<file path="src/rtl/rtk_pkg.sv">
package rtk_pkg;
    localparam int FN_W = 3;

    // command word layout: bit0 halt, bit1 start, bit2 clear wrap flag
    typedef struct packed {
        logic clr_wrap;
        logic go;
        logic halt;
    } fn_cmd_t;
endpackage

</file>
<file path="src/rtl/rtk_prescaler.sv">
module rtk_prescaler #(
    parameter int DIV = 125000
) (
    input  logic clk,
    input  logic rst_n,
    input  logic halt_i,
    input  logic go_i,
    output logic tick_o,
    output logic run_o
);
    localparam int PW = (DIV > 2) ? $clog2(DIV) : 1;

    typedef struct packed {
        logic          run;
        logic [PW-1:0] ph;
    } st_t;

    st_t  s_d, s_q;
    logic last;

    assign last  = (s_q.ph == PW'(DIV - 1));
    assign run_o = s_q.run;

    always_comb begin
        s_d    = s_q;
        tick_o = 1'b0;
        if (halt_i) begin
            s_d.run = go_i;
            s_d.ph  = '0;
        end else if (go_i && !s_q.run) begin
            s_d.run = 1'b1;
            s_d.ph  = '0;
        end else if (s_q.run) begin
            if (last) begin
                s_d.ph = '0;
                tick_o = 1'b1;
            end else begin
                s_d.ph = s_q.ph + PW'(1);
            end
        end
    end

    always_ff @(posedge clk or negedge rst_n) begin
        if (!rst_n) s_q <= '0;
        else        s_q <= s_d;
    end


    halt_stop_chk: assert property (@(posedge clk) disable iff (!rst_n)
        (halt_i && !go_i) |=> !s_q.run);

    keep_phase_chk: assert property (@(posedge clk) disable iff (!rst_n)
        (s_q.run && go_i && !halt_i && !last) |=> (s_q.run && s_q.ph == $past(s_q.ph) + PW'(1)));

    restart_chk: assert property (@(posedge clk) disable iff (!rst_n)
        (halt_i && go_i) |=> (s_q.run && s_q.ph == '0));
endmodule

</file>
<file path="src/rtl/rtk_counter.sv">
module rtk_counter #(
    parameter int W = 16
) (
    input  logic         clk,
    input  logic         rst_n,
    input  logic         tick_i,
    input  logic         ld_i,
    input  logic [W-1:0] ld_val_i,
    input  logic         clr_i,
    output logic [W-1:0] cnt_o,
    output logic         flag_o
);
    typedef struct packed {
        logic [W-1:0] cnt;
        logic         flag;
    } st_t;

    st_t  s_d, s_q;
    logic inc, wrap;

    assign inc    = tick_i && !ld_i;
    assign wrap   = inc && (&s_q.cnt);
    assign cnt_o  = s_q.cnt;
    assign flag_o = s_q.flag;

    always_comb begin
        s_d = s_q;
        if (ld_i)     s_d.cnt = ld_val_i;
        else if (inc) s_d.cnt = s_q.cnt + W'(1);
        if (wrap)       s_d.flag = 1'b1;
        else if (clr_i) s_d.flag = 1'b0;
    end

    always_ff @(posedge clk or negedge rst_n) begin
        if (!rst_n) s_q <= '0;
        else        s_q <= s_d;
    end


    wrap_sets_chk: assert property (@(posedge clk) disable iff (!rst_n)
        (tick_i && !ld_i && s_q.cnt == {W{1'b1}}) |=> (s_q.flag && s_q.cnt == '0));

    load_wins_chk: assert property (@(posedge clk) disable iff (!rst_n)
        ld_i |=> (s_q.cnt == $past(ld_val_i)));

    hold_chk: assert property (@(posedge clk) disable iff (!rst_n)
        (!tick_i && !ld_i) |=> $stable(s_q.cnt));
endmodule

</file>
<file path="src/rtl/rtc_tick_clock.sv">
module rtc_tick_clock #(
    parameter int CLK_HZ  = 125000000,
    parameter int TICK_HZ = 1000,
    parameter int CNT_W   = 16
) (
    input  logic                    clk,
    input  logic                    rst_n,
    input  logic                    fn_strobe,
    input  logic [rtk_pkg::FN_W-1:0] fn_word,
    input  logic                    ld_en,
    input  logic [CNT_W-1:0]        ld_data,
    input  logic                    irq_enable,
    input  logic                    skip_sel,
    output logic [CNT_W-1:0]        count_o,
    output logic                    wrap_flag_o,
    output logic                    running_o,
    output logic                    skip_o,
    output logic                    irq_o
);
    import rtk_pkg::*;

    localparam int DIV = CLK_HZ / TICK_HZ;

    fn_cmd_t cmd;
    logic    tick;

    assign cmd = fn_strobe ? fn_cmd_t'(fn_word) : '0;

    rtk_prescaler #(.DIV(DIV)) u_pre (
        .clk   (clk),
        .rst_n (rst_n),
        .halt_i(cmd.halt),
        .go_i  (cmd.go),
        .tick_o(tick),
        .run_o (running_o)
    );

    rtk_counter #(.W(CNT_W)) u_cnt (
        .clk     (clk),
        .rst_n   (rst_n),
        .tick_i  (tick),
        .ld_i    (ld_en),
        .ld_val_i(ld_data),
        .clr_i   (cmd.clr_wrap),
        .cnt_o   (count_o),
        .flag_o  (wrap_flag_o)
    );

    assign skip_o = skip_sel && wrap_flag_o;
    assign irq_o  = irq_enable && wrap_flag_o;


    no_tick_after_halt_chk: assert property (@(posedge clk) disable iff (!rst_n)
        (!running_o && !ld_en) |=> $stable(count_o));
endmodule

</file>
<file path="config.mk">
export PLATFORM = sky130hd
export DESIGN_NAME = rtc_tick_clock
export DESIGN_NICKNAME = d
export VERILOG_FILES = /design/src/rtl/rtk_pkg.sv /design/src/rtl/rtk_prescaler.sv /design/src/rtl/rtk_counter.sv /design/src/rtl/rtc_tick_clock.sv
export SDC_FILE = /design/constraint.sdc
export NUM_CORES = 1
export LEC_CHECK = 0
export BUFFER_PORTS_ARGS = -buffer_cell sky130_fd_sc_hd__buf_4
export CAP_MARGIN = 20
export CORE_ASPECT_RATIO = 1.2
export CORE_MARGIN = 1
export CORE_UTILIZATION = 35
export CTS_CLUSTER_SIZE = 40
export DETAILED_ROUTE_END_ITERATION = 8
export PLACE_DENSITY_LB_ADDON = 0.08
export SYNTH_ARGS = -nofsm -noshare
export SYNTH_HDL_FRONTEND = slang
export SYNTH_SLANG_ARGS = --single-unit
</file>
<file path="constraint.sdc">
create_clock -name clk -period 2.6 [get_ports clk]
set_input_delay 0.26 -clock clk [delete_from_list [all_inputs] [get_ports clk]]
set_output_delay 0.26 -clock clk [all_outputs]
set_load 0.01 [all_outputs]
</file>
# Word-level counts from Yosys, hierarchy flattened
# Cells that the tools add are included.
# totals
in_bits	25
word_cells	33
regBits	35
out_inout_bits	20
# op_classes
reduce_logical	12
eq_ne	1
muxes	14
add_sub_neg	2
# ops
cell	n
17-bit two-way mux	3
16-bit two-way mux	2
18-bit two-way mux	1
17-bit by 1-bit adder with 17-bit output (second input constant)	1
17-bit == test (second input constant)	1
16-bit by 1-bit adder with 16-bit output (second input constant)	1
16-bit AND reduction	1
1-bit two-way mux	7
2-bit nonzero test	3
1-bit logical AND	5
3-bit two-way mux	1
3-bit nonzero test	1
1-bit logical NOT	2

# Logic depth before layout (Yosys ltp)
# Gate-level depths: netlist of the first run.
# logic_depth
word_depth	8
depth_mapped	8
mapped_depth_nobuf	6

# Hierarchy
# A second synthesis of the first run with hierarchy kept.
# hier_totals
hier_cells	229
area_unflattened_um2	2095.8
# modules_own_cells
module	cells_per_inst	seq_area_each_um2	instances	area_each_um2
rtk_prescaler	118	450.4	1	1061.0
rtk_counter	106	425.4	1	1003.5
rtc_tick_clock	5	0.0	1	31.3

# Worst setup path before layout of the first run
# Ideal clock, no wire load.
# synth_path
kind	flip-flop to flip-flop
startpoint	reg u_pre.s_q[9] (netlist bit)
endpoint	reg u_cnt.s_q (netlist bit u_cnt.cnt_o[15])
path_stages_with_launch	7
setup_slack_ns	0.616
path_buffers	1
synth_period_minus_slack_ns	1.984
setup_ns	0.124
arrival_ns	1.860
required_ns	2.476
path_cell_list	dfrtp_1 > or4_4 > nor4_4 > buf_4 > nand2_2 > o21a_1 > o31a_1
# synth_via
elab_chain_cells	7
# synth_rtl
item	line_no	source
start: declaration	rtk_prescaler.sv:18	st_t s_d, s_q;
start signal: assignment	rtk_prescaler.sv:44	if (!rst_n) s_q <= '0;
start signal: assignment	rtk_prescaler.sv:45	else s_q <= s_d;
17-bit == test	rtk_prescaler.sv:21	assign last = (s_q.ph == PW'(DIV - 1));
1-bit two-way mux	rtk_prescaler.sv:34	if (last) begin
1-bit two-way mux	rtk_prescaler.sv:33	end else if (s_q.run) begin
1-bit two-way mux	rtk_prescaler.sv:30	end else if (go_i && !s_q.run) begin
1-bit two-way mux	rtk_prescaler.sv:27	if (halt_i) begin
1-bit logical AND	rtk_counter.sv:21	assign inc = tick_i && !ld_i;
2-bit nonzero test (no line)	n/a	
end signal: assignment	rtk_counter.sv:35	if (!rst_n) s_q <= '0;
end signal: assignment	rtk_counter.sv:36	else s_q <= s_d;
end: declaration	rtk_counter.sv:18	st_t s_d, s_q;
# No other way between the ends.
# A chain may end at the register's enable or synchronous reset.

# Worst setup path after layout of the first run
# Same ends and word-level chain as after synthesis.

==> metrics, run 1 <==
status=completed; Yosys reg bits=35; Top Metal Used=met4; CTS buffer count=5; slowest cell on the critical path=or4_4; Final Cell Area=2530 um^2; P_leak=1.09 nW; Buf/Inv on CP=1; global-route wire length before repair=8590 um; GRT Overall Usage=0.181; pre-CTS setup slack=0.480 ns; Clock Path Buffers=2; io pins=45; WL final=4980 um; post-DR wirelength/cell=14.7 um; Initial Utilization=0.372; share of cells above drive strength 1=0.236; Seq/Total Area, Yosys=0.435; Int Power=1.00 mW; H-tree levels=2; nets=302; final setup vio count=0; mapped cell area=2010 um^2; Crit. End Element=flip-flop; initial drt markers=89; pwr dens=546 nW/um^2; largest net degree at the start of global routing=36; Syn Area/Cell=8.79 um^2; switch share=0.275; fin. max-slew vios=0; # fillers=532; CP required=2.77 ns; DRT antenna net count=0; crit path max fanout=9; port bufs=44; Worst-Margin Slew=0.828 ns; Clock transition at path regs=0.08 ns; Multi-input gate area=1070 um^2; diode count=0; Power, Total=1.38 mW; Net Count, Synth=256; commonest cells after routing, fill and taps aside=buf_4 (48), dfrtp_1 (35), nand2_1 (33), nand3_1 (18), o21ai_1 (18); CP peak stage delay=0.54 ns; cell row count=29; Flop pwr share=0.458; initial antenna violation count=0; router iterations before antenna repair=4; drc violations=0; Peak Freq=0.468 GHz; number of distinct library cells after synthesis=41; Register Area=876 um^2; clock latency on the worst-skew pair=0.29 ns; sw power=380 uW; synthesis-to-finish area growth=25.9%; worst path arrival time=2.31 ns; Core ar.=5410 um^2; Chip Width=71.2 um; Worst Setup Start Kind=flip-flop; vias per cell=5.43; via count=1835; Met2 Wirelength=2480 um; die height=85.1 um; Crit path max-delay family=simple AND/OR/NAND/NOR gates; combinational power share=0.166; Metal-1 WL=2280 um; vias in the first global route=1808; Post-Route Skew=0.00737 ns; hold crit path type=in2reg; post-CTS sizing=0; dpl hpwl=3510 um; MaxCap Viol Count=0; CTS tree=yes; WL met3=140 um; commonest non-fill, non-tap cell in the layout=buf_4; Worst VDD drop=0.287 mV; min Tclk post-route=2.14 ns; fin crit share=0.821; Slew HR=0.446; Clk pwr share=0.376; WS Path Type=reg2reg; die area=6060 um^2; Syn Inst Count=229; CTS Sinks=35; cell area after placement=2410 um^2; setup slack after layout=0.465 ns; final setup TNS=0 ns; RSZ-0062 raised after global routing=no; worst-path cell chain=or4_4 -> nor4_4 -> buf_4 -> nand2_2 -> o21a_1 -> o31a_1; Final Hold Viols=0; Warnings, synthesis=0; global route total overflow=0; gpl congestion=0.773; root buffer cell=clkbuf_8
==> power by group through the flow <==
stage / Sequential (mW) / Combinational, mW / Clock (mW)
6_report: 0.634 / 0.230 / 0.520
5_1_grt: 0.643 / 0.256 / 0.553
4_1_cts: 0.633 / 0.235 / 0.536
3_5_place_dp: 0.643 / 0.234 / 0
3_3_place_gp: 0.644 / 0.233 / 0
2_1_floorplan: 0.644 / 0.112 / 0
==> what timing repair did <==
item	CTS	global route
hold endpoints to repair	35	0
setup buffers	0	0
hold buffers	1	0
==> final timing paths <==
| kind | startpoint | end | slack [ns] | cells after the start |
|---|---|---|---|---|
| worst max-delay path | u_pre.s_q[9]$_DFFE_PN0P_ | u_cnt.cnt_o[15]$_DFFE_PN0P_ | 0.46 | 6 |
| worst min-delay path | ld_data[8] | u_cnt.cnt_o[8]$_DFFE_PN0P_ | 0.18 | 3 |
| worst max register to register | u_pre.s_q[9]$_DFFE_PN0P_ | u_cnt.cnt_o[15]$_DFFE_PN0P_ | 0.46 | 6 |
| worst min register to register | u_pre.s_q[14]$_DFFE_PN0P_ | u_pre.s_q[14]$_DFFE_PN0P_ | 0.53 | 1 |
| max in group asynchronous | rst_n | u_cnt.cnt_o[14]$_DFFE_PN0P_ | 1.81 | 2 |
| min in group asynchronous | rst_n | u_pre.s_q[13]$_DFFE_PN0P_ | 0.46 | 2 |
==> tightest hold or removal path, cell delays in order <==
cell	delay [ns]
buf_4	0.07
nand2_1	0.04
o21ai_1	0.06
==> routing by layer <==
metal	vias up	track usage
li1	921	-
met1	873	0.234
met2	32	0.290
met3	9	0.0368
met4	0	0.0800
met5	-	0
==> sequential cells by signal, indices dropped and copies added, names as in the netlist <==
signal,cells
u_cnt.cnt_o,16
u_cnt.flag_o,1
u_pre.run_o,1
u_pre.s_q,17
==> synth_stat cells <==
cell type	n	area [um^2]
a211o_1	1	8.76
a211oi_1	1	7.51
a21bo_2	1	10.0
a21boi_1	1	7.51
a21oi_1	8	40.0
a22o_1	1	8.76
a31oi_1	3	18.8
and2_1	5	31.3
and3_1	3	18.8
and4_1	1	8.76
buf_2	2	10.0
buf_4	1	7.51
clkbuf_1	7	26.3
dfrtp_1	35	876
ha_1	2	25.0
inv_1	6	22.5
mux2_2	4	45.0
mux2i_1	2	20.0
nand2_1	33	124
nand2_2	1	6.26
nand2b_1	3	18.8
nand3_1	18	90.1
nand4_1	15	93.8
nand4b_1	2	17.5
nand4bb_1	1	11.3
nor2_1	11	41.3
nor3_1	6	30.0
nor4_1	4	25.0
nor4_2	1	12.5
nor4_4	1	21.3
o21a_1	2	15.0
o21ai_0	6	30.0
o21ai_1	18	90.1
o22ai_1	1	6.26
o311a_1	1	10.0
o31a_1	1	8.76
o31ai_1	2	15.0
or3_1	3	18.8
or4_4	1	11.3
xnor2_1	5	43.8
xor2_1	9	78.8
==> cell type report <==
type	instances	area share
Multi-Input combinational cell	178	0.422
Sequential cell	35	0.346
Timing Repair Buffer	49	0.146
Clock buffer	6	0.0326
Tap cell	62	0.0306
Clock inverter	2	0.0138
Inverter	6	0.00889
==> per-stage QoR <==
step | hold WS [ns] | cells | utilization
finish | 0.175 | 338 | 0.469
global route | 0.171 | 338 | 0.469
CTS | 0.165 | 338 | 0.469
detailed placement | 0.257 | 329 | 0.445
global placement | 0.254 | 329 | 0.445
floorplan | -0.0356 | 229 | -
==> kinds of logic after synthesis <==
family / synth area share
adder cells (fa/ha/maj): 0.0124
flip-flops: 0.435
multiplexers: 0.0323
buffers and inverters: 0.0330
AO/OA/AOI/OAI: 0.137
XOR/XNOR: 0.0609
AND/OR/NAND/NOR: 0.289
Power figures use the tool's default switching activity.
==> inputs of run 2 (changes only) <==
Clock period 2.6 ns to 1.9 ns, I/O delays scaled along.
==> metrics, run 2 (synthesized netlist as in run 1, its figures left out) <==
Crit. End Element=flip-flop (unchanged); io pins=45 (unchanged); hold path depth=3 (unchanged); RSZ-0062 raised after global routing=yes (was no); root buffer cell=clkbuf_8 (unchanged); Reg2Reg Depth=6 (unchanged); setup slack after layout=-0.0424 ns (was 0.465 ns); post-DR wirelength/cell=14.5 um (was 14.7 um); worst-path cell chain=or4_4 -> nor4_4 -> buf_4 -> nand4_1 -> xnor2_1 -> mux2_4 (was or4_4 -> nor4_4 -> buf_4 -> nand2_2 -> o21a_1 -> o31a_1); drc violations=0 (unchanged); clock latency on the worst-skew pair=0.29 ns (about the same); final setup vio count=4 (was 0); Chip Width=71.2 um (unchanged); DRT antenna net count=0 (unchanged); Crit path max-delay family=simple AND/OR/NAND/NOR gates (unchanged); CP peak stage delay=0.55 ns (was 0.54 ns); Top Metal Used=met4 (unchanged); vias in the first global route=2026 (was 1808); Met2 Wirelength=2720 um (was 2480 um); slowest cell on the critical path=or4_4 (unchanged); router iterations before antenna repair=4 (unchanged); status=finished with violations (was completed); WL final=5280 um (was 4980 um); share of cells above drive strength 1=0.318 (was 0.236); Biggest register=u_pre.s_q (unchanged); P_leak=1.21 nW (was 1.09 nW); gpl congestion=0.795 (was 0.773); pwr dens=643 nW/um^2 (was 546 nW/um^2); CTS tree=yes (unchanged); via count=1936 (was 1835); Slew HR=0.696 (was 0.446); Worst Setup Start Kind=flip-flop (unchanged); Core ar.=5410 um^2 (unchanged); number of flip-flops under the largest register name=17 (unchanged); placed instance count=353 (was 329); port bufs=44 (unchanged); CTS Sinks=35 (unchanged); dpl hpwl=3820 um (was 3510 um); largest net degree at the start of global routing=36 (unchanged); initial drt markers=126 (was 89); diode count=0 (unchanged); die height=85.1 um (unchanged); Final Hold Viols=0 (unchanged); pre-CTS setup slack=-0.0464 ns (was 0.480 ns); WS Path Type=reg2reg (unchanged); global-route wire length before repair=9300 um (was 8590 um); Clock Path Buffers=2 (unchanged); MaxCap Viol Count=0 (unchanged); commonest non-fill, non-tap cell in the layout=buf_4 (unchanged); fin crit share=1.02 (was 0.821); Metal-1 WL=2340 um (was 2280 um); worst hold slack=0.101 ns (was 0.175 ns); min Tclk post-route=1.94 ns (was 2.14 ns); Initial Utilization=0.372 (unchanged); Final Core Density=0.507 (was 0.469); Cell Count, Final, Fillers Out=364 (was 338); internal reg-to-reg setup slack=-0.04 ns (was 0.46 ns); Post-Route Skew=0.00781 ns (was 0.00737 ns); GRT Overall Usage=0.197 (was 0.181); fin. max-slew vios=0 (unchanged); worst path arrival time=2.12 ns (was 2.31 ns); min-delay src=ld_data[14] (was ld_data[8]); nets=328 (was 302); Clock transition at path regs=0.07 ns (was 0.08 ns); worst reg2reg path startpoint=u_pre.s_q[8]$_DFFE_PN0P_ (was u_pre.s_q[9]$_DFFE_PN0P_); Worst Hold Endpoint=u_cnt.cnt_o[14]$_DFFE_PN0P_ (was u_cnt.cnt_o[8]$_DFFE_PN0P_); RR Endpoint=u_cnt.cnt_o[10]$_DFFE_PN0P_ (was u_cnt.cnt_o[15]$_DFFE_PN0P_); violated checks=setup timing; hold crit path type=in2reg (unchanged); Worst VDD drop=0.413 mV (was 0.287 mV); initial antenna violation count=0 (unchanged); crit path max fanout=4 (was 9); CTS buffer count=5 (unchanged); H-tree levels=2 (unchanged); final setup TNS=-0.123 ns (was 0 ns); global route total overflow=0 (unchanged); die area=6060 um^2 (unchanged); Peak Freq=0.515 GHz (was 0.468 GHz); commonest cells after routing, fill and taps aside=buf_4 (73), dfrtp_1 (35), nand2_1 (33), o21ai_1 (20), nand3_1 (18) (was buf_4 (48), dfrtp_1 (35), nand2_1 (33), nand3_1 (18), o21ai_1 (18)); vias per cell=5.32 (was 5.43); synthesis-to-finish area growth=36.3% (was 25.9%); CP required=2.08 ns (was 2.77 ns); cell row count=29 (unchanged); Buf/Inv on CP=1 (unchanged); Worst-Margin Slew=0.456 ns (was 0.828 ns); WL met3=177 um (was 140 um)
run 2: changes by cell type in the layout (fill, tap and decap cells not counted), moves of 2 or more:
cell | previous run | this run
buf_4 | 48 | 73
mux2_2 | 4 | 2
mux2_4 | 0 | 2
nor4_1 | 4 | 2
nor4_2 | 1 | 3
o21ai_0 | 6 | 4
o21ai_1 | 18 | 20
run 2: metrics by stage:
step           power (mW)  instance area [um^2]
2_1_floorplan        1.04                  2010
3_3_place_gp         1.23                  2590
3_5_place_dp         1.24                  2590
4_1_cts              1.79                  2700
5_1_grt              1.87                  2740
6_report             1.76                  2740
run 2: layout make-up:
class | count | area [um^2]
repair buffers | 75 | 569
clock buffers | 6 | 72.6
flip-flops and latches | 35 | 876
clock inverters | 2 | 12.5
inverters | 6 | 22.5
fillers | 528 | 2660
multi-input cells | 178 | 1110
well taps | 62 | 77.6
run 2: routing by layer:
metal  up-vias  track usage
met3         4       0.0404
li1        973            -
met5         -            0
met2        38        0.343
met1       921        0.235
met4         0       0.0800
run 2: repair_timing:
item | 4_1_cts | 5_1_grt
hold endpoints to repair | 35 | 0
pin swaps | 7 | 4
buffers inserted | 1 | 1
gates resized for setup | 3 | 9
cloned | 0 | 0
endpoints found under the setup margin | 17 | 29
hold buffers | 1 | 0
run 2: tightest hold or removal path, cell delays in order:
cell and delay, ns:
buf_4 0.07, nand2_1 0.03, o21ai_1 0.05
run 2: worst max path at each step:
stage | from | to | slack, ns | cells after the start
finish | u_pre.s_q[8]$_DFFE_PN0P_ | u_cnt.cnt_o[10]$_DFFE_PN0P_ | -0.04 | 6
global route | u_pre.s_q[8]$_DFFE_PN0P_ | u_cnt.cnt_o[6]$_DFFE_PN0P_ | -0.13 | 6
CTS | u_pre.s_q[8]$_DFFE_PN0P_ | u_cnt.cnt_o[6]$_DFFE_PN0P_ | -0.08 | 6
detailed placement | u_pre.s_q[8]$_DFFE_PN0P_ | u_cnt.cnt_o[15]$_DFFE_PN0P_ | -0.05 | 6
global placement | u_pre.s_q[0]$_DFFE_PN0P_ | u_pre.s_q[8]$_DFFE_PN0P_ | -0.04 | 6
floorplan | u_pre.s_q[8]$_DFFE_PN0P_ | u_cnt.cnt_o[15]$_DFFE_PN0P_ | -0.007 | 6
run 2: where the power goes:
part / total, mW / leakage (nW) / internal [mW] / switching [mW]
sequential: 0.853 / 0.452 / 0.796 / 0.0569
clock: 0.533 / 0.0412 / 0.256 / 0.277
combinational: 0.377 / 0.719 / 0.189 / 0.189
total: 1.76 / 1.21 / 1.24 / 0.522
==> inputs of run 3 (changes only) <==
Settings changed: CELL_PAD_IN_SITES_DETAIL_PLACEMENT set to 0, CELL_PAD_IN_SITES_GLOBAL_PLACEMENT set to 1, CTS_BUF_LIST set to sky130_fd_sc_hd__clkbuf_16.
==> metrics, run 3 (synthesized netlist as in run 1, its figures left out) <==
CTS tree=yes (unchanged); diode count=0 (unchanged); gpl congestion=0.754 (was 0.795); commonest non-fill, non-tap cell in the layout=buf_4 (unchanged); io pins=45 (unchanged); final setup vio count=13 (was 4); Worst-Margin Slew=0.554 ns (was 0.456 ns); violated checks=setup timing (unchanged); H-tree levels=2 (unchanged); worst path arrival time=2.16 ns (was 2.12 ns); router iterations before antenna repair=4 (unchanged); Worst Setup Start Kind=flip-flop (unchanged); vias in the first global route=1944 (was 2026); post-DR wirelength/cell=14.6 um (was 14.5 um); CP peak stage delay=0.55 ns (about the same); worst hold slack=0.124 ns (was 0.101 ns); global route total overflow=0 (unchanged); global-route wire length before repair=9230 um (was 9300 um); Multi-input gate area=1100 um^2 (was 1110 um^2); share of cells above drive strength 1=0.326 (was 0.318); RSZ-0062 raised after global routing=yes (unchanged); via count=1997 (was 1936); switch share=0.271 (was 0.296); Peak Freq=0.500 GHz (was 0.515 GHz); cell row count=29 (unchanged); commonest cells after routing, fill and taps aside=buf_4 (76), dfrtp_1 (35), nand2_1 (32), o21ai_1 (21), nand3_1 (18) (was buf_4 (73), dfrtp_1 (35), nand2_1 (33), o21ai_1 (20), nand3_1 (18)); P_leak=1.28 nW (was 1.21 nW); die area=6060 um^2 (unchanged); # fillers=525 (was 528); Post-Route Skew=0.00382 ns (was 0.00781 ns); Flop pwr share=0.426 (was 0.484); Chip Width=71.2 um (unchanged); worst-path cell chain=or4_4 -> nor4_4 -> buf_4 -> nand4_1 -> xnor2_1 -> mux2_4 (unchanged); WL final=5400 um (was 5280 um); vias per cell=5.41 (was 5.32); initial drt markers=125 (was 126); internal reg-to-reg setup slack=-0.10 ns (was -0.04 ns); Clk pwr share=0.384 (was 0.302); CTS Sinks=35 (unchanged); Register Area=876 um^2 (unchanged); Final Hold Viols=0 (unchanged); fin. max-slew vios=0 (unchanged); Slew HR=0.631 (was 0.696); number of flip-flops under the largest register name=17 (unchanged); slowest cell on the critical path=or4_4 (unchanged); Critical Path Stages=6 (unchanged); Worst VDD drop=0.376 mV (was 0.413 mV); Clock transition at path regs=0.06 ns (was 0.07 ns); WS Path Type=reg2reg (unchanged); hold crit path type=in2reg (unchanged); clock latency on the worst-skew pair=0.27 ns (was 0.29 ns); Int Power=1.46 mW (was 1.24 mW); combinational power share=0.189 (was 0.214); Crit path max-delay family=simple AND/OR/NAND/NOR gates (unchanged); min Tclk post-route=2.00 ns (was 1.94 ns); MaxCap Viol Count=0 (unchanged); CTS buffer count=5 (unchanged); pwr dens=706 nW/um^2 (was 643 nW/um^2); Initial Utilization=0.372 (unchanged); Crit. End Element=flip-flop (unchanged); largest net degree at the start of global routing=36 (unchanged); hold path depth=3 (unchanged); dpl hpwl=3810 um (was 3820 um); root buffer cell=clkbuf_16 (was clkbuf_8); Buf/Inv on CP=1 (unchanged); CP required=2.06 ns (was 2.08 ns); Biggest register=u_pre.s_q (unchanged); DRT antenna net count=0 (unchanged); drc violations=0 (unchanged); fin crit share=1.05 (was 1.02); port bufs=44 (unchanged); die height=85.1 um (unchanged); crit path max fanout=5 (was 4); Reg2Reg Depth=6 (unchanged); status=finished with violations (unchanged); synthesis-to-finish area growth=40.7% (was 36.3%); Power, Total=2.00 mW (was 1.76 mW); Core ar.=5410 um^2 (unchanged); pre-CTS setup slack=-0.123 ns (was -0.0464 ns); nets=333 (was 328); GRT Overall Usage=0.191 (was 0.197); setup slack after layout=-0.101 ns (was -0.0424 ns); Clock Path Buffers=2 (unchanged); initial antenna violation count=0 (unchanged); sw power=541 uW (was 522 uW)
run 3: changes by cell type in the layout (fill, tap and decap cells not counted), sizes merged:
cell,change
buf,+5
inv,+1
clkbuf,-1
clkinv,+1
clkinvlp,-1
run 3: path summary, 6_finish.rpt:
path,from,end
max,u_pre.s_q[8]$_DFFE_PN0P_,u_cnt.cnt_o[6]$_DFFE_PN0P_
min,ld_data[5],u_cnt.cnt_o[5]$_DFFE_PN0P_
max reg2reg,u_pre.s_q[8]$_DFFE_PN0P_,u_cnt.cnt_o[6]$_DFFE_PN0P_
min reg2reg,u_cnt.flag_o$_DFFE_PN0P_,u_cnt.flag_o$_DFFE_PN0P_
max in group asynchronous,rst_n,u_cnt.flag_o$_DFFE_PN0P_
min in group asynchronous,rst_n,u_pre.s_q[1]$_DFFE_PN0P_
run 3: cell type report:
| cell class | instances | share of cell area |
|---|---|---|
| Inverter | 6 | 0.00795 |
| Tap cell | 62 | 0.0274 |
| Clock buffer | 5 | 0.0442 |
| Sequential cell | 35 | 0.309 |
| Multi-Input combinational cell | 178 | 0.390 |
| Clock inverter | 3 | 0.00398 |
| Timing Repair Buffer | 80 | 0.217 |
run 3: power by group through the flow:
stage / Sequential, mW / Combinational [mW] / Clock (mW)
after floorplan: 0.882 / 0.154 / 0
after global placement: 0.864 / 0.374 / 0
after global routing: 0.861 / 0.421 / 0.826
final: 0.853 / 0.379 / 0.768
after CTS: 0.853 / 0.377 / 0.800
after detailed placement: 0.864 / 0.374 / 0
run 3: what timing repair did:
action | in CTS | in global routing
hold endpoints to repair | 35 | 0
endpoints found under the setup margin | 15 | 30
hold buffers | 1 | 0
resized for setup | 5 | 9
buffers inserted | 1 | 4
pin swaps | 5 | 5
run 3: metrics by stage:
stage / TNS, ns / util / area (um^2) / instances
5_1_grt: -2.43 / 0.524 / 2830 / 369
2_1_floorplan: -0.0230 / - / 2010 / 229
4_1_cts: -1.20 / 0.514 / 2780 / 365
3_3_place_gp: -0.562 / 0.482 / 2600 / 355
3_5_place_dp: -0.729 / 0.482 / 2600 / 355
6_report: -0.454 / 0.524 / 2830 / 369
run 3: worst register-to-register path, delay by kind of cell, from the launching register on:
| kind | cells | cell delay [ns] |
|---|---|---|
| DFF | 1 | 0.37 |
| muxes | 1 | 0.26 |
| xor gates and xnor gates | 1 | 0.15 |
| buffers and inverters | 1 | 0.20 |
| and+or+nand+nor | 3 | 0.90 |
run 3: metal layers:
metal | GRT usage | routed length (um)
met1 | 0.238 | 2290
met2 | 0.346 | 2850
met3 | 0.0249 | 180
met4 | 0.0473 | 75
met5 | 0 | 0
